[config.mk]
export PLATFORM = sky130hd
export DESIGN_NAME = ccm_channel
export DESIGN_NICKNAME = d
export VERILOG_FILES = /design/src/rtl/ccm_pkg.sv /design/src/rtl/ccm_sync.sv /design/src/rtl/ccm_match.sv /design/src/rtl/ccm_wave.sv /design/src/rtl/ccm_channel.sv
export SDC_FILE = /design/constraint.sdc
export NUM_CORES = 1
export LEC_CHECK = 0
export BUFFER_PORTS_ARGS = -buffer_cell sky130_fd_sc_hd__buf_2
export CORE_AREA = 2 2 45 47
export DETAILED_ROUTE_END_ITERATION = 10
export DIE_AREA = 0 0 47 49
export GPL_TIMING_DRIVEN = 0
export PLACE_DENSITY = 0.69
export SKIP_LAST_GASP = 1
export SLEW_MARGIN = 5
export SYNTH_ARGS = -nofsm -noshare
export SYNTH_HDL_FRONTEND = slang
export SYNTH_SLANG_ARGS = --single-unit
[constraint.sdc]
create_clock -name clk -period 2.4 [get_ports clk]
set_input_delay 0.12 -clock clk [delete_from_list [all_inputs] [get_ports clk]]
set_output_delay 0.12 -clock clk [all_outputs]
set_load 0.01 [all_outputs]
[src/rtl/ccm_pkg.sv]
package ccm_pkg;
    typedef enum logic [2:0] {
        OM_LEVEL   = 3'd0,
        OM_SET     = 3'd1,
        OM_TOG_RST = 3'd2,
        OM_SET_RST = 3'd3,
        OM_TOG     = 3'd4,
        OM_RST     = 3'd5,
        OM_TOG_SET = 3'd6,
        OM_RST_SET = 3'd7
    } out_mode_e;

    typedef enum logic {
        PIN_LO = 1'b0,
        PIN_HI = 1'b1
    } pin_e;
endpackage

[src/rtl/ccm_sync.sv]
module ccm_sync #(
    parameter int STAGES = 2
) (
    input  logic clk,
    input  logic rst_n,
    input  logic d,
    output logic q
);
    logic [STAGES-1:0] chain;

    generate
        for (genvar i = 0; i < STAGES; i++) begin : g_stage
            always_ff @(posedge clk) begin
                if (!rst_n)      chain[i] <= 1'b0;
                else if (i == 0) chain[i] <= d;
                else             chain[i] <= chain[(i == 0) ? 0 : i-1];
            end
        end
    endgenerate

    assign q = chain[STAGES-1];
endmodule

[src/rtl/ccm_match.sv]
module ccm_match #(
    parameter int CW = 16
) (
    input  logic          clk,
    input  logic          rst_n,
    input  logic [CW-1:0] count,
    input  logic [CW-1:0] cmp,
    input  logic          cap_s,
    input  logic          clr,
    input  logic          ack,
    output logic          eq,
    output logic          flag,
    output logic          cap_held
);
    assign eq = (count == cmp);

    always_ff @(posedge clk) begin
        if (!rst_n) begin
            flag     <= 1'b0;
            cap_held <= 1'b0;
        end else begin
            if (eq)              flag <= 1'b1;
            else if (clr || ack) flag <= 1'b0;
            if (eq) cap_held <= cap_s;
        end
    end

    assert_flag_set_R2: assert property (@(posedge clk) disable iff (!rst_n)
        (count == cmp) |=> flag);
    assert_flag_hold_R3: assert property (@(posedge clk) disable iff (!rst_n)
        (flag && !clr && !ack) |=> flag);
    assert_cap_stable_R4: assert property (@(posedge clk) disable iff (!rst_n)
        (count != cmp) |=> $stable(cap_held));
endmodule

[src/rtl/ccm_wave.sv]
module ccm_wave
    import ccm_pkg::*;
(
    input  logic      clk,
    input  logic      rst_n,
    input  out_mode_e mode,
    input  logic      eq,
    input  logic      lim,
    input  logic      sw,
    output logic      pin
);
    pin_e cur, nxt;

    always_comb begin
        nxt = cur;
        unique case (mode)
            OM_LEVEL:   nxt = sw ? PIN_HI : PIN_LO;
            OM_SET:     if (eq) nxt = PIN_HI;
            OM_TOG_RST: if (lim) nxt = PIN_LO; else if (eq) nxt = pin_e'(~cur);
            OM_SET_RST: if (lim) nxt = PIN_LO; else if (eq) nxt = PIN_HI;
            OM_TOG:     if (eq) nxt = pin_e'(~cur);
            OM_RST:     if (eq) nxt = PIN_LO;
            OM_TOG_SET: if (lim) nxt = PIN_HI; else if (eq) nxt = pin_e'(~cur);
            OM_RST_SET: if (lim) nxt = PIN_HI; else if (eq) nxt = PIN_LO;
        endcase
    end

    always_ff @(posedge clk) begin
        if (!rst_n) cur <= PIN_LO;
        else        cur <= nxt;
    end

    always_comb begin
        if (mode == OM_LEVEL) pin = sw;
        else                  pin = (cur == PIN_HI);
    end

    assert_idle_R5: assert property (@(posedge clk) disable iff (!rst_n)
        (!eq && !lim && mode != OM_LEVEL) |=> $stable(cur));
    assert_lim_set_R7: assert property (@(posedge clk) disable iff (!rst_n)
        (lim && (mode == OM_RST_SET || mode == OM_TOG_SET)) |=> (cur == PIN_HI));
    assert_lim_rst_R7: assert property (@(posedge clk) disable iff (!rst_n)
        (lim && (mode == OM_SET_RST || mode == OM_TOG_RST)) |=> (cur == PIN_LO));
endmodule

[src/rtl/ccm_channel.sv]
module ccm_channel
    import ccm_pkg::*;
#(
    parameter int CW        = 16,
    parameter int SYNC_LEN  = 2
) (
    input  logic          clk,
    input  logic          rst_n,
    input  logic [CW-1:0] tmr_count,
    input  logic          lim_hit,
    input  logic [CW-1:0] cmp_val,
    input  logic [2:0]    out_mode,
    input  logic          sw_level,
    input  logic          cap_pin,
    input  logic          flag_clr,
    input  logic          flag_ack,
    output logic          wave_out,
    output logic          cmp_flag,
    output logic          cap_held
);
    logic cap_s;
    logic eq;

    ccm_sync #(.STAGES(SYNC_LEN)) u_sync (
        .clk   (clk),
        .rst_n (rst_n),
        .d     (cap_pin),
        .q     (cap_s)
    );

    ccm_match #(.CW(CW)) u_match (
        .clk      (clk),
        .rst_n    (rst_n),
        .count    (tmr_count),
        .cmp      (cmp_val),
        .cap_s    (cap_s),
        .clr      (flag_clr),
        .ack      (flag_ack),
        .eq       (eq),
        .flag     (cmp_flag),
        .cap_held (cap_held)
    );

    ccm_wave u_wave (
        .clk   (clk),
        .rst_n (rst_n),
        .mode  (out_mode_e'(out_mode)),
        .eq    (eq),
        .lim   (lim_hit),
        .sw    (sw_level),
        .pin   (wave_out)
    );

    assert_mode0_R6: assert property (@(posedge clk) disable iff (!rst_n)
        (out_mode == 3'd0) |-> (wave_out == sw_level));
endmodule

==> results.json, run 1 <==
{
  "outcome": "finished, final reports clean",
  "cts_made_buffers": 3,
  "drv_cap": 0,
  "firstDrtPassIters": 3,
  "port-buffer-count": 44,
  "max-clock-path-buffers": 2,
  "clkLatencyLatePin_ps": 240,
  "fin_tns_setup_ps": 0,
  "worst_pin_slew_ps": 370.9,
  "worst_r2r_endpoint": "u_wave.cur",
  "cts_tree": "yes",
  "fin_skew_ps": 1.619,
  "setup_viol": 0,
  "min_path_type": "input pin to flip-flop",
  "num-nets-final": 142,
  "place.gp.congestion": 0.6449,
  "r2r_start": "u_wave.cur",
  "area_growth_pct": 65.88,
  "place_ws_ps": 355.3,
  "routedWlPerCell_um": 8.694,
  "ys_top_cells_by_area": "xnor2_1, dfxtp_1, ha_1",
  "ff2ff_path_depth": 5,
  "postCtsHoldBufs": 0,
  "crit_end": "u_wave.cur",
  "coreArea_um2": 1842,
  "die-area_um2": 2303,
  "ys_ff_latch": 5,
  "drt_iter0_markers": 5,
  "finalMaxSlewViolations": 0,
  "power.total_uw": 264.9,
  "fin_crit_ps": 1752,
  "rows": 16,
  "relSlewSlack_pct": 75.07,
  "required_ps": 2530,
  "criticalPathCategory": "input pin to flip-flop",
  "peakVddDrop_mv": 0.2084,
  "drc": 0,
  "holdWs_ps": 91.92,
  "period_share_pct": 73.00,
  "initial_core_util_pct": 23.10,
  "avgViaCountPerCell": 4.016,
  "yosysSeqAreaShare_pct": 23.53,
  "post-cts-setup-buffers": 0,
  "clk_pin_slew_ps": 40,
  "ff2ff_setup_slack_ps": 1090,
  "grt_overflow": 0,
  "ctsResizeCount": 0,
  "synthCells": 49,
  "synth.avg_cell_area_um2": 8.682,
  "antenna_found_initial": 0,
  "power-per-cell-area_nw_per_um2": 375.3,
  "critPathCaptureType": "flip-flop",
  "cts_sinks": 5,
  "n_fill_cell": 207,
  "dieHeight_um": 49,
  "grt_usage_pct": 10.33,
  "vias": 498,
  "die_w_um": 47,
  "diodes": 0,
  "crit_path_max_fanout": 3,
  "fmax_ghz": 0.5708,
  "ys_types": 18,
  "grt_pass1_wl_um": 1738,
  "grt_setup_unrepaired": "false",
  "grt_max_degree": 7,
  "grt_pass1_vias": 504,
  "dp_hpwl_um": 987.1,
  "layout_setup_ws_ps": 648.0,
  "hold_violations": 0,
  "syn_area_um2": 425.4,
  "drive_above_1_share_pct": 49.48,
  "cts_max_level": 1,
  "cp.arrival_ps": 1880,
  "cts-root-buf": "clkbuf_4",
  "syn_nets": 93,
  "post-route-util_pct": 38.32,
  "synthDominantCellAreaShare_pct": 32.94,
  "drt_wl_total_um": 1078,
  "antenna_left": 0,
  "critPathLaunchType": "input pin",
  "cp-startpoint": "cmp_val[10]",
  "yosys_warnings": 0,
  "leakagePower_uw": 0.0003135,
  "yosys.area.top_type": "xnor2_1",
  "ioPinCount": 45
}
[power by group]
group	switching, µW	internal (µW)
Combinational	32.9	50.9
Clock	30.8	62.6
Sequential	1.16	86.5
[per-layer routing]
layer  track usage, %  wire length (µm)  vias up
li1                 -                 -      266
met2            19.86               630       14
met4            6.481                13        0
met5                0                 0        -
met1            8.090               390      216
met3            2.963                44        2
[worst min-delay path by stage]
stage,start,end,slack [ps],depth (start not counted)
6_report,cap_pin,u_sync.chain[0],90,2
5_1_grt,cap_pin,u_sync.chain[0],90,2
4_1_cts,cap_pin,u_sync.chain[0],90,2
3_5_place_dp,cap_pin,u_sync.chain[0],330,2
3_3_place_gp,cap_pin,u_sync.chain[0],320,2
2_1_floorplan,rst_n,u_wave.cur,240,1
[cell families after synthesis]
family	synth area share [%]
and+or+nand+nor	21.47
muxes	2.353
adders and majority gates	5.881
AOI/OAI and AO/OA	12.06
xor gates and xnor gates	32.94
buffers and inverters	1.765
DFF	23.53
[stage by stage]
| stage | cells | cell area [µm²] |
|---|---|---|
| 6_report | 124 | 705.7 |
| 5_1_grt | 124 | 705.7 |
| 4_1_cts | 124 | 705.7 |
| 3_5_place_dp | 120 | 679.4 |
| 3_3_place_gp | 120 | 679.4 |
| 2_1_floorplan | 49 | 425.4 |
[placed cells by master, fill, tap and decap left out]
| cell type | count |
|---|---|
| a211oi_1 | 1 |
| a21oi_1 | 3 |
| a221oi_1 | 1 |
| and2_1 | 2 |
| buf_2 | 44 |
| clkbuf_1 | 1 |
| clkbuf_4 | 3 |
| dfxtp_1 | 5 |
| ha_1 | 2 |
| inv_1 | 2 |
| mux2i_1 | 1 |
| nand2_1 | 3 |
| nand4_1 | 4 |
| nor2_1 | 1 |
| nor2b_1 | 1 |
| nor3_1 | 1 |
| nor3b_1 | 2 |
| nor4_2 | 1 |
| o21a_1 | 2 |
| o21ai_0 | 1 |
| xnor2_1 | 16 |
[registers in the layout (all words and copies together), names as in the netlist]
| name | flops |
|---|---|
| u_match.cap_held | 1 |
| u_match.flag | 1 |
| u_wave.cur | 1 |
| u_sync.q | 1 |
| u_sync.chain | 1 |
[worst max-delay path, stage by stage]
cell	delay, ps
buf_2	100
xnor2_1	150
nand4_1	120
nor4_2	420
inv_1	110
ha_1	330
a221oi_1	290
a21oi_1	70
o21a_1	170
[final cells by class]
class	count	area, µm²	share of cell area (%)
repair buffers	44	220.2	31.21
clock buffers	4	26.28	3.723
multi-input cells	42	317.8	45.04
flip-flops and latches	5	100.1	14.18
well taps	27	33.78	4.787
inverters	2	7.507	1.064
[synth_stat cells (all sizes together)]
| cell type | n |
|---|---|
| mux2i | 1 |
| o21a | 2 |
| o21ai | 1 |
| nand2 | 3 |
| a221oi | 1 |
| nor2 | 1 |
| xnor2 | 16 |
| ha | 2 |
| a21oi | 3 |
| inv | 2 |
| nor3 | 1 |
| a211oi | 1 |
| nand4 | 4 |
| nor2b | 1 |
| nor4 | 1 |
| and2 | 2 |
| dfxtp | 5 |
| nor3b | 2 |
(Power assumes the default switching activity.)
==> inputs of run 2 (changes only) <==
Settings changed: ABC_AREA set to 1, CORE_AREA 2 2 45 47 to 2 2 41 70, DIE_AREA 0 0 47 49 to 0 0 43 72, PLACE_DENSITY 0.69 to 0.63.
Clock period 2.4 ns to 1.85 ns, I/O delays scaled along.
==> run 2 against run 1 <==
Critical path depth increased by 3. Clock skew decreased by 1.6 ps. Count of clock-buffer cells in the layout unchanged. Wire length increased by 19%. Non-clock buffer count unchanged. Worst hold slack got worse by 41 ps. Synthesized area increased by 41%. Via count increased by 56%. First-iteration DRC count decreased by 20%. Flip-flop and latch count unchanged. Sequential power increased by 30%. Critical endpoint unchanged.
==> results.json, run 2 <==
{
  "outcome": "finished, final reports clean",
  "synth_edf_count": 0,
  "peakVddDrop_mv": 0.3754,
  "final_cell_mix": "nand2_1, buf_2, inv_1, nor2_1, dfxtp_1",
  "fin_skew_ps": 0.02864,
  "yosys-top-cells-count": "nand2_1, inv_1, nor2_1, dfxtp_1",
  "antenna_found_initial": 0,
  "rows": 24,
  "dieHeight_um": 72,
  "criticalPathCategory": "input pin to flip-flop",
  "port-buffer-count": 44,
  "ys_types": 17,
  "diodes": 0,
  "crit_path_max_fanout": 3,
  "fin_crit_ps": 1367,
  "dp.cells": 192,
  "drt_wl_total_um": 1288,
  "worst-path-buf-inv": 1,
  "grt_setup_unrepaired": "false",
  "cts-root-buf": "clkbuf_8",
  "worst_pin_slew_ps": 163.4,
  "cp_top_family": "simple AND/OR/NAND/NOR gates",
  "ioPinCount": 45,
  "place_ws_ps": 246.0,
  "crit_chain": "buf_2 > nor2_1 > nor2_1 > nor2_1 > nand2_1 > nor2_2 > nand2_2 > ha_1 > a31oi_1 > a31oi_1 > nor2_1 > nor2_1",
  "fmax_ghz": 0.7317,
  "avgViaCountPerCell": 3.954,
  "layout_setup_ws_ps": 483.3,
  "finalMaxSlewViolations": 0,
  "relSlewSlack_pct": 89.09,
  "post-cts-setup-buffers": 0,
  "die-area_um2": 3096,
  "grt_overflow": 0,
  "initial_core_util_pct": 23.76,
  "syn_area_um2": 599.3,
  "cts_tree": "yes",
  "power-per-cell-area_nw_per_um2": 481.3,
  "ctsResizeCount": 0,
  "drc": 0,
  "leakagePower_uw": 0.0006142,
  "clk_pin_slew_ps": 30,
  "multi_input_comb_area_um2": 379.1,
  "n_fill_cell": 314,
  "synthDominantCellAreaShare_pct": 27.56,
  "clkLatencyLatePin_ps": 220,
  "antenna_left": 0,
  "firstDrtPassIters": 2,
  "holdWs_ps": 50.81,
  "place.gp.congestion": 0.7085,
  "fin_tns_setup_ps": 0,
  "seq_area_um2": 100.1,
  "grt_max_degree": 5,
  "synth-adder-area-share_pct": 4.175,
  "grt_pass1_wl_um": 2014,
  "ys_top_cells_by_area": "nand2_1, inv_1, dfxtp_1",
  "die_w_um": 43,
  "power.total_uw": 431.8,
  "required_ps": 1960,
  "synth_mux_area_share_pct": 0,
  "period_share_pct": 73.87,
  "synthFlopType": "dfxtp_1",
  "synth_simple_gate_area_share_pct": 50.52,
  "yosys_warnings": 0,
  "area_growth_pct": 49.69,
  "ys_ff_latch": 5,
  "grt_pass1_vias": 655,
  "hold_violations": 0,
  "cts_max_level": 1,
  "finalNonFillerCells": 196,
  "coreArea_um2": 2522,
  "drive_above_1_share_pct": 30.59,
  "synthCells": 122,
  "yosys.cell_count.top_type": "nand2_1",
  "postCtsHoldBufs": 0,
  "synth_compound_area_share_pct": 7.098,
  "slowest_stage": "ha_1",
  "synth-async-reset-ratio_pct": 0,
  "cts_sinks": 5,
  "min_path_type": "input pin to flip-flop",
  "yosys.area.top_type": "nand2_1",
  "vias": 775,
  "synth_xor_area_share_pct": 1.461,
  "dp_hpwl_um": 1160,
  "cp.arrival_ps": 1480,
  "drv_cap": 0,
  "synth.avg_cell_area_um2": 4.913,
  "num-nets-final": 215,
  "crit_top_cell": "nor2_1",
  "grt_usage_pct": 8.018,
  "max_stage_delay_ps": 320,
  "routedWlPerCell_um": 6.571,
  "max-clock-path-buffers": 2,
  "yosysSeqAreaShare_pct": 16.70,
  "critPathCaptureType": "flip-flop",
  "drt_iter0_markers": 4,
  "cts_made_buffers": 3,
  "synth_top_family_by_area": "simple AND/OR/NAND/NOR gates",
  "syn_nets": 166,
  "setup_viol": 0,
  "critPathLaunchType": "input pin"
}
==> run 2: cell types whose count changed in the layout (fill, tap and decap cells not counted), moves of 4 or more <==
cell | previous run | this run
inv_1 | 2 | 32
nor2_1 | 1 | 25
xnor2_1 | 16 | 0
nand2_1 | 3 | 44
nand4_1 | 4 | 0
==> run 2: per-layer routing <==
metal	routed length, µm	up-vias	global-route usage (%)
met5	0	-	0
met4	0	0	3.030
met3	83	0	1.493
met2	738	22	18.18
met1	465	309	5.758
li1	-	444	-
==> run 2: layout make-up <==
type                            instances  share of cell area [%]
Timing Repair Buffer                   44                   24.55
Tap cell                               26                   3.626
Inverter                               32                   13.39
Multi-Input combinational cell         85                   42.26
Clock buffer                            4                   5.021
Sequential cell                         5                   11.16
==> run 2: power breakdown <==
part	internal, µW	switching [µW]
Clock	148	49.0
Sequential	112	1.28
Combinational	61.4	60.1
Total	321	110
==> run 2: worst min-delay path, cell delays in order <==
cell	delay, ps
buf_2	70
nand2_1	40
inv_1	40
==> run 2: worst paths after layout <==
kind / start / slack [ps] / depth (start not counted) / to
max: cmp_val[0] / 480 / 12 / u_wave.cur
max reg2reg: u_wave.cur / 700 / 6 / u_wave.cur
min reg2reg: u_sync.chain[0] / 410 / 2 / u_sync.q
min: cap_pin / 50 / 3 / u_sync.chain[0]
==> run 2: cell families (layout without fill, tap and decap cells) <==
group	count (synthesis)	in the layout
xor+xnor	1	1
flops	5	5
fa+ha+maj	2	2
simple gates	75	75
buf+inv	32	80
compound gates	7	7
==> run 2: through the flow <==
| stage | cell area [µm²] | utilization (%) |
|---|---|---|
| 6_report | 897.1 | 35.57 |
| 5_1_grt | 897.1 | 35.57 |
| 4_1_cts | 897.1 | 35.57 |
| 3_5_place_dp | 852.1 | 33.78 |
| 3_3_place_gp | 852.1 | 33.78 |
| 2_1_floorplan | 599.3 | - |
